==> config.mk <==
export PLATFORM = sky130hd
export DESIGN_NAME = prom_pv_seq
export DESIGN_NICKNAME = d
export VERILOG_FILES = /design/src/rtl/prom_pv_pkg.sv /design/src/rtl/pv_timer.sv /design/src/rtl/pv_stepper.sv /design/src/rtl/prom_pv_seq.sv
export SDC_FILE = /design/constraint.sdc
export NUM_CORES = 1
export LEC_CHECK = 0
export BUFFER_PORTS_ARGS = -buffer_cell sky130_fd_sc_hd__buf_2
export CAP_MARGIN = 20
export CORE_AREA = 2 2 109 111
export DETAILED_ROUTE_END_ITERATION = 10
export DIE_AREA = 0 0 111 113
export GPL_TIMING_DRIVEN = 0
export PLACE_DENSITY = 0.8
export SLEW_MARGIN = 5
export SYNTH_ARGS = -nofsm -noshare
export SYNTH_HDL_FRONTEND = slang
export SYNTH_HIERARCHICAL = 1
export SYNTH_SLANG_ARGS = --single-unit
==> constraint.sdc <==
create_clock -name clk -period 3.83 [get_ports clk]
set_clock_uncertainty 0.15 [all_clocks]
set_input_delay 0.1915 -clock clk [delete_from_list [all_inputs] [get_ports clk]]
set_output_delay 0.1915 -clock clk [all_outputs]
set_load 0.02 [all_outputs]
==> src/rtl/prom_pv_pkg.sv <==
package prom_pv_pkg;

   // mode pin codes, bit 0 = first mode pin
   localparam logic [3:0] PM_IDLE    = 4'b0000;
   localparam logic [3:0] PM_CLEAR   = 4'b0101;
   localparam logic [3:0] PM_WRITE   = 4'b1110;
   localparam logic [3:0] PM_VERIFY  = 4'b1100;
   localparam logic [3:0] PM_INHIBIT = 4'b1101;

   typedef enum logic [3:0] {
      ST_IDLE, ST_SETTLE, ST_CLR, ST_VDDUP, ST_VPPUP, ST_INH, ST_FETCH,
      ST_DSET, ST_WR, ST_WHLD, ST_VFY, ST_STEP, ST_FCLR, ST_VPPDN, ST_VDDDN
   } pv_state_e;

   typedef struct packed {
      logic [3:0] mode;
      logic       oe;
      logic       vdd;
      logic       vpp;
   } pin_set_t;

   function automatic pin_set_t pins_of(pv_state_e s);
      pin_set_t p;
      p.oe  = (s == ST_DSET) || (s == ST_WR) || (s == ST_WHLD);
      p.vpp = (s != ST_IDLE) && (s != ST_SETTLE) && (s != ST_CLR) &&
              (s != ST_VDDUP) && (s != ST_VPPDN) && (s != ST_VDDDN);
      p.vdd = p.vpp || (s == ST_VDDUP) || (s == ST_VPPDN);
      case (s)
         ST_CLR, ST_VDDUP, ST_VPPUP,
         ST_FCLR, ST_VPPDN, ST_VDDDN:     p.mode = PM_CLEAR;
         ST_INH, ST_FETCH, ST_DSET,
         ST_WHLD, ST_STEP:                p.mode = PM_INHIBIT;
         ST_WR:                           p.mode = PM_WRITE;
         ST_VFY:                          p.mode = PM_VERIFY;
         default:                         p.mode = PM_IDLE;
      endcase
      return p;
   endfunction

   function automatic logic is_timed(pv_state_e s);
      return (s != ST_IDLE) && (s != ST_FETCH) && (s != ST_STEP);
   endfunction

endpackage

==> src/rtl/pv_timer.sv <==
module pv_timer #(
   parameter int W = 8
) (
   input  logic         clk,
   input  logic         rst_n,
   input  logic         load,
   input  logic [W-1:0] val,
   output logic         zero
);
   logic [W-1:0] cnt_q;

   always_ff @(posedge clk or negedge rst_n) begin
      if (!rst_n)            cnt_q <= '0;
      else if (load)         cnt_q <= val;
      else if (cnt_q != '0)  cnt_q <= cnt_q - 1'b1;
   end

   assign zero = (cnt_q == '0);


   load_when_expired_chk: assert property (@(posedge clk) disable iff (!rst_n)
      load |-> zero);

endmodule

==> src/rtl/pv_stepper.sv <==
module pv_stepper #(
   parameter int HALF = 1
) (
   input  logic clk,
   input  logic rst_n,
   input  logic go,
   output logic xclk,
   output logic fin
);
   localparam int HW = $clog2(HALF + 1);
   localparam logic [HW-1:0] HALF_M1 = HW'(HALF - 1);

   logic          active_q;
   logic [2:0]    phase_q;
   logic [HW-1:0] hcnt_q;

   always_ff @(posedge clk or negedge rst_n) begin
      if (!rst_n) begin
         active_q <= 1'b0;
         phase_q  <= '0;
         hcnt_q   <= '0;
      end else if (go) begin
         active_q <= 1'b1;
         phase_q  <= '0;
         hcnt_q   <= HALF_M1;
      end else if (active_q) begin
         if (hcnt_q == '0) begin
            hcnt_q <= HALF_M1;
            if (phase_q == 3'd7) active_q <= 1'b0;
            else                 phase_q  <= phase_q + 3'd1;
         end else begin
            hcnt_q <= hcnt_q - 1'b1;
         end
      end
   end

   // even phases high: four pulses, ending low
   assign xclk = active_q && !phase_q[0];
   assign fin  = active_q && (hcnt_q == '0) && (phase_q == 3'd7);


   no_restart_chk: assert property (@(posedge clk) disable iff (!rst_n)
      go |-> !active_q);

endmodule

==> src/rtl/prom_pv_seq.sv <==
module prom_pv_seq
   import prom_pv_pkg::*;
#(
   parameter int CLK_HZ      = 250_000_000,
   parameter int WR_US       = 1000,
   parameter int SETTLE_US   = 10,
   parameter int SETUP_US    = 2,
   parameter int MAX_TRIES   = 25,
   parameter int SYNC_STAGES = 2,
   parameter int DATA_W      = 8,
   parameter int ADDR_W      = 15
) (
   input  logic              clk,
   input  logic              rst_n,
   input  logic              start_i,
   input  logic              src_valid_i,
   input  logic [DATA_W-1:0] src_data_i,
   input  logic              src_last_i,
   output logic              src_ready_o,
   output logic [3:0]        mode_o,
   output logic              xclk_o,
   output logic [DATA_W-1:0] dat_o,
   output logic              dat_oe_o,
   input  logic [DATA_W-1:0] dat_i,
   output logic              vdd_prog_o,
   output logic              vpp_prog_o,
   output logic              busy_o,
   output logic              done_o,
   output logic              fail_o,
   output logic [ADDR_W-1:0] fail_addr_o
);
   localparam int CYC_US     = CLK_HZ / 1_000_000;
   localparam int WR_CYC     = WR_US * CYC_US;
   localparam int SETTLE_CYC = SETTLE_US * CYC_US;
   localparam int SETUP_CYC  = SETUP_US * CYC_US;
   localparam int LONGEST    = (WR_CYC * MAX_TRIES > SETTLE_CYC) ?
                               WR_CYC * MAX_TRIES : SETTLE_CYC;
   localparam int TW         = $clog2(LONGEST + 1);
   localparam int TRW        = $clog2(MAX_TRIES + 1);
   localparam logic [TRW-1:0] MAX_T = TRW'(MAX_TRIES);

   // elaboration-time parameter checks
   if (CLK_HZ < 1_000_000 || (CLK_HZ % 1_000_000) != 0) begin : g_bad_clk
      $error("CLK_HZ must be a whole number of MHz");
   end
   if (SETUP_CYC <= SYNC_STAGES) begin : g_bad_sync
      $error("setup window must outlast the read-back synchronizer");
   end
   if (MAX_TRIES < 1 || WR_US < 1 || SETTLE_US < 1) begin : g_bad_cnt
      $error("retry limit and intervals must be at least 1");
   end
   if ((DATA_W % 4) != 0) begin : g_bad_width
      $error("DATA_W must be a whole number of nibbles");
   end

   pv_state_e         st_q, st_d;
   pin_set_t          pins_q;
   logic [DATA_W-1:0] byte_q;
   logic              last_q, extra_q, fail_q, done_q;
   logic [TRW-1:0]    tries_q;
   logic [ADDR_W-1:0] addr_q;
   logic              tmr_load, tmr_zero, step_go, step_fin, match;
   logic [TW-1:0]     tmr_val;
   logic [DATA_W-1:0] din_s;

   // read-back synchronizer, depth chosen by parameter
   if (SYNC_STAGES == 0) begin : g_nosync
      assign din_s = dat_i;
   end else begin : g_sync
      logic [DATA_W-1:0] sr_q [SYNC_STAGES];
      always_ff @(posedge clk or negedge rst_n) begin
         if (!rst_n) begin
            for (int i = 0; i < SYNC_STAGES; i++) sr_q[i] <= '0;
         end else begin
            sr_q[0] <= dat_i;
            for (int i = 1; i < SYNC_STAGES; i++) sr_q[i] <= sr_q[i-1];
         end
      end
      assign din_s = sr_q[SYNC_STAGES-1];
   end

   assign match = (din_s == byte_q);

   // next-state
   always_comb begin
      st_d = st_q;
      case (st_q)
         ST_IDLE:   if (start_i) st_d = ST_SETTLE;
         ST_SETTLE: if (tmr_zero) st_d = ST_CLR;
         ST_CLR:    if (tmr_zero) st_d = ST_VDDUP;
         ST_VDDUP:  if (tmr_zero) st_d = ST_VPPUP;
         ST_VPPUP:  if (tmr_zero) st_d = ST_INH;
         ST_INH:    if (tmr_zero) st_d = ST_FETCH;
         ST_FETCH:  if (src_valid_i) st_d = ST_DSET;
         ST_DSET:   if (tmr_zero) st_d = ST_WR;
         ST_WR:     if (tmr_zero) st_d = ST_WHLD;
         ST_WHLD:   if (tmr_zero) st_d = extra_q ? ST_STEP : ST_VFY;
         ST_VFY:    if (tmr_zero) st_d = (!match && tries_q == MAX_T) ? ST_FCLR : ST_DSET;
         ST_STEP:   if (step_fin) st_d = last_q ? ST_FCLR : ST_FETCH;
         ST_FCLR:   if (tmr_zero) st_d = ST_VPPDN;
         ST_VPPDN:  if (tmr_zero) st_d = ST_VDDDN;
         ST_VDDDN:  if (tmr_zero) st_d = ST_IDLE;
         default:   st_d = ST_IDLE;
      endcase
   end

   // interval for the state being entered
   always_comb begin
      tmr_load = (st_d != st_q) && is_timed(st_d);
      case (st_d)
         ST_SETTLE: tmr_val = TW'(SETTLE_CYC - 1);
         ST_WR:     tmr_val = extra_q ? (TW'(WR_CYC) * TW'(tries_q)) - TW'(1)
                                      : TW'(WR_CYC - 1);
         default:   tmr_val = TW'(SETUP_CYC - 1);
      endcase
   end

   assign step_go = (st_d == ST_STEP) && (st_q != ST_STEP);

   pv_timer #(.W(TW)) u_timer (
      .clk(clk), .rst_n(rst_n), .load(tmr_load), .val(tmr_val), .zero(tmr_zero)
   );

   pv_stepper #(.HALF(CYC_US)) u_step (
      .clk(clk), .rst_n(rst_n), .go(step_go), .xclk(xclk_o), .fin(step_fin)
   );

   always_ff @(posedge clk or negedge rst_n) begin
      if (!rst_n) begin
         st_q    <= ST_IDLE;
         pins_q  <= pins_of(ST_IDLE);
         byte_q  <= '0;
         last_q  <= 1'b0;
         extra_q <= 1'b0;
         tries_q <= '0;
         addr_q  <= '0;
         fail_q  <= 1'b0;
         done_q  <= 1'b0;
      end else begin
         st_q   <= st_d;
         pins_q <= pins_of(st_d);
         done_q <= (st_q == ST_VDDDN) && (st_d == ST_IDLE);
         if (st_q == ST_IDLE && start_i) begin
            fail_q <= 1'b0;
            addr_q <= '0;
         end
         if (st_q == ST_FETCH && src_valid_i) begin
            byte_q  <= src_data_i;
            last_q  <= src_last_i;
            tries_q <= '0;
            extra_q <= 1'b0;
         end
         if (st_q == ST_DSET && tmr_zero && !extra_q) tries_q <= tries_q + 1'b1;
         if (st_q == ST_VFY && tmr_zero) begin
            if (match)                    extra_q <= 1'b1;
            else if (tries_q == MAX_T)    fail_q  <= 1'b1;
         end
         if (st_q == ST_STEP && step_fin && !last_q) addr_q <= addr_q + 1'b1;
      end
   end

   assign src_ready_o = (st_q == ST_FETCH);
   assign mode_o      = pins_q.mode;
   assign dat_oe_o    = pins_q.oe;
   assign vdd_prog_o  = pins_q.vdd;
   assign vpp_prog_o  = pins_q.vpp;
   assign dat_o       = byte_q;
   assign busy_o      = (st_q != ST_IDLE);
   assign done_o      = done_q;
   assign fail_o      = fail_q;
   assign fail_addr_o = addr_q;


   idle_safe_chk: assert property (@(posedge clk) disable iff (!rst_n)
      !busy_o |-> (!vdd_prog_o && !vpp_prog_o && !dat_oe_o && !xclk_o));

   rail_order_chk: assert property (@(posedge clk) disable iff (!rst_n)
      vpp_prog_o |-> vdd_prog_o);

   wr_drive_chk: assert property (@(posedge clk) disable iff (!rst_n)
      (mode_o == PM_WRITE) |-> dat_oe_o);

   wr_exit_chk: assert property (@(posedge clk) disable iff (!rst_n)
      (mode_o == PM_WRITE) |=> (mode_o == PM_WRITE || mode_o == PM_INHIBIT));

   vfy_release_chk: assert property (@(posedge clk) disable iff (!rst_n)
      (mode_o == PM_VERIFY) |-> !dat_oe_o);

   step_quiet_chk: assert property (@(posedge clk) disable iff (!rst_n)
      xclk_o |-> (mode_o == PM_INHIBIT && !dat_oe_o));

   tries_cap_chk: assert property (@(posedge clk) disable iff (!rst_n)
      tries_q <= MAX_T);

   done_idle_chk: assert property (@(posedge clk) disable iff (!rst_n)
      done_o |-> (!busy_o && mode_o == PM_IDLE));

endmodule

==> impl_metrics.yaml <==
status:
  outcome: "finished, violations left"
  violations: "negative setup slack"
clocking:
  cts_sinks: 94
  tritoncts: "built"
  htree_levels: 3
  path_clk_slew_ns: 0.07
  clock_latency_ns: 0.34
  clk_root_buffer_cell: "clkbuf_16"
  numCtsBuffers: 9
  cts.path.max_buffers: 2
logic_synthesis:
  post_synth_mux_area_share_pct: 2.97
  combinational_family_with_the_most_area_after_synthesis: "simple AND/OR/NAND/NOR gates"
  synth-xor-area-share_pct: 8.23
  synth.yosys.warnings: 6
  share_of_synthesized_cell_area_in_full_adder_half_adder_and_majority_cells_pct: 9.49
  synth-edff-count: 0
  synth_simple_gate_area_share_pct: 21.9
  seq_area_frac_synth_pct: 38.3
  ff_latch_count_synth: 94
  syn_area_sq_um: 6140
  syn_avg_cell_area_sq_um: 9.60
  post_synth_num_cell_types: 76
  synth_async_sr_flop_share_pct: 100
  synthCells: 640
  ys.flop_type: "dfrtp_1"
  synth_compound_gate_area_share_pct: 15.4
cells_and_area:
  layout.nets: 843
  final_cell_mix: "dfrtp_1 (90), nand2_1 (64), buf_2 (59), buf_4 (57), nor2_1 (45)"
  post-route-cell-area_sq_um: 7920
  final_common_cell: "dfrtp_1"
  area_growth_syn_to_layout_pct: 29.0
  antenna_cells_inserted: 0
  drive_above_1_share_pct: 31.4
critical_path:
  worst_ep_arrival_time_ns: 3.99
  worst_setup_path_startpoint: "u_timer/cnt_q[19]"
  worstSetupEndpointType: "flip-flop"
  maximum_fanout_along_the_worst_path: 4
  critPathRequiredTime_ns: 3.91
  worst_setup_path_start_kind: "flip-flop"
  crit-reg2reg-launch: "u_timer/cnt_q[19]"
  worstSetupPathType: "flip-flop to flip-flop"
floorplanning:
  std_cell_rows: 39
  floorplan.die_area_sq_um: 12500
  die_span_y_microns: 113
  start_util_pct: 54.5
  fp.coreArea_sq_um: 11300
  num_io_pins: 56
  floorplan.die.width_microns: 111
grt:
  globalRouteTotalUtil_pct: 23.3
  globalRoute.totalOverflow: 0
  largest_net_degree_at_the_start_of_global_routing: 60
  grt_pass1_wl_microns: 24200
  antenna_violations_before_repair: 0
  grt_pass1_vias: 5186
place:
  dp.final_hpwl_microns: 10000
  postPlaceCellArea_sq_um: 6670
  globalplace.congestion: 0.887
  preCtsSetupSlack_ns: -0.670
  port-buffer-count: 55
sta:
  report.final.setup_viol: 2
  final.min_clock_period_ns: 3.91
  timing_max_transition_violations_final: 0
  setup_repair_after_global_routing_missed_its_margin: "true"
  worst-slew-pin-transition_ns: 0.734
  timing.max_slew.rel_slack_pct: 50.6
  timing.final.crit_share_pct: 102
  achievable-frequency_mhz: 256
  finalHoldViolations: 0
  setup_ws_ns: -0.0816
  fin_tns_setup_ns: -0.0891
worst_hold_path:
  hold_path.class: "input pin to flip-flop"
  hold_path_startpoint: "src_valid_i"
flow_run:
  max_cap_viol_count: 0
routing:
  detail_route.iter0.violations: 420
  detail-route-antenna-nets: 0
  average_wire_length_per_cell_after_detail_routing_microns: 16.6
  post-route-drc-count: 0
  via_per_inst: 5.89
  detailedRoute.firstPassIterationCount: 6
  wl_microns: 15400
  via_count: 5458
power:
  powerDensity_nw_per_um2: 284
  total_leakage_power_uw: 0.00349
  peakVddDrop_uv: 210
[layout make-up]
type                       count  area, sq um
multi-input combinational    499         3880
fill                         750         3350
sequential                    94         2360
timing repair buffer         128          898
clock buffer                  11          253
buffer                        25          199
tap                          143          179
inverter                      22         87.6
clock inverter                 5         66.3
[final timing paths]
kind,end,slack [ns],cells after the start
max,u_step/hcnt_q[5],-0.08,15
min,last_q,0.13,3
max reg2reg,u_step/hcnt_q[5],-0.08,15
min reg2reg,din_s[3],0.20,0
max in group asynchronous,tries_q[2],2.66,3
min in group asynchronous,u_timer/cnt_q[15],0.21,2
[metrics by stage]
stage          power, uW  utilization (%)  instances  hold slack, ns
6_report            2250             70.3        927           0.131
5_1_grt             2340             70.3        927           0.131
4_1_cts             2220             66.9        902           0.128
3_5_place_dp        1240             59.1        840          0.0304
3_3_place_gp        1230             58.9        839           0.150
2_1_floorplan       1180                -        641          -0.254
[synth_stat cells, drive strengths merged, types with 5 or more instances]
| cell type | instances | share of area, % |
|---|---|---|
| nand3 | 28 | 2.4 |
| o211ai | 7 | 1.0 |
| xor2 | 25 | 3.7 |
| fa | 6 | 2.0 |
| mux2i | 7 | 1.1 |
| inv | 22 | 1.3 |
| nand2 | 70 | 4.3 |
| nor3 | 22 | 2.2 |
| o31ai | 13 | 1.6 |
| clkbuf | 11 | 0.69 |
| nor4 | 15 | 2.5 |
| o21ai | 51 | 4.2 |
| and3 | 8 | 0.84 |
| ha | 37 | 7.5 |
| a31oi | 8 | 1.3 |
| dfrtp | 94 | 38 |
| nand4 | 11 | 1.6 |
| a21o | 9 | 1.1 |
| a211oi | 6 | 0.73 |
| xnor2 | 31 | 4.5 |
| mux2 | 10 | 1.8 |
| or4 | 6 | 0.79 |
| a21oi | 21 | 1.7 |
| buf | 15 | 1.5 |
| nor2 | 51 | 3.4 |
| and2 | 5 | 0.51 |
[critical path, cell delays in order, from the launching register on]
cell and delay, ns:
dfrtp_1 0.38, or3_4 0.40, or2_4 0.25, nor4_4 0.35
buf_4 0.21, and4b_1 0.19, o21ai_1 0.08, o211ai_2 0.12
a31oi_4 0.06, inv_2 0.11, nand2_4 0.07, nor3_4 0.29
nor2_4 0.07, or3_4 0.34, or4_1 0.41, a211o_1 0.30
[flip-flops by register name (all words and copies together), names as in the netlist]
| signal | flops |
|---|---|
| tries_q | 5 |
| fail_addr_o | 15 |
| din_s | 8 |
| u_step/phase_q | 3 |
| done_o | 1 |
| u_timer/cnt_q | 23 |
| u_step/active_q | 1 |
| last_q | 1 |
| fail_o | 1 |
| extra_q | 1 |
| dat_o | 8 |
| mode_o | 4 |
| vdd_prog_o | 1 |
| g_sync.sr_q | 8 |
| u_step/hcnt_q | 8 |
| st_q | 4 |
| vpp_prog_o | 1 |
| dat_oe_o | 1 |
[metal layers]
| layer | vias to the layer above | GRT usage, % | wire length, microns | part of all wire (%) |
|---|---|---|---|---|
| met1 | 2663 | 29.5 | 6420 | 42 |
| met3 | 30 | 3.91 | 745 | 4.8 |
| li1 | 2576 | - | - | - |
| met4 | 0 | 7.17 | 312 | 2.0 |
| met2 | 189 | 41.3 | 7940 | 51 |
| met5 | - | 0 | 0 | 0 |
[kinds of logic (layout without fill, tap and decap cells)]
logic type,Yosys count,after routing
and+or+nand+nor,242,242
AOI/OAI and AO/OA,139,139
DFF,94,94
xor gates and xnor gates,56,56
buffers and inverters,48,191
adders and majority gates,43,43
muxes,17,17
other,1,2
[where the power goes]
| group | internal, uW | switching [uW] | leakage, uW |
|---|---|---|---|
| logic | 123 | 97.6 | 0.00223 |
| clock network | 549 | 388 | 0.000154 |
| registers | 1040 | 50.5 | 0.00110 |
[what timing repair did]
item | CTS | global route
hold endpoints to repair | 52 | 0
pin swaps | 15 | 25
setup buffers | 29 | 25
setup endpoints to repair | 30 | 26
hold buffers | 18 | 0
resized for setup | 42 | 64
gates cloned | 0 | 0
No activity file was read; power rests on OpenSTA's default activity.
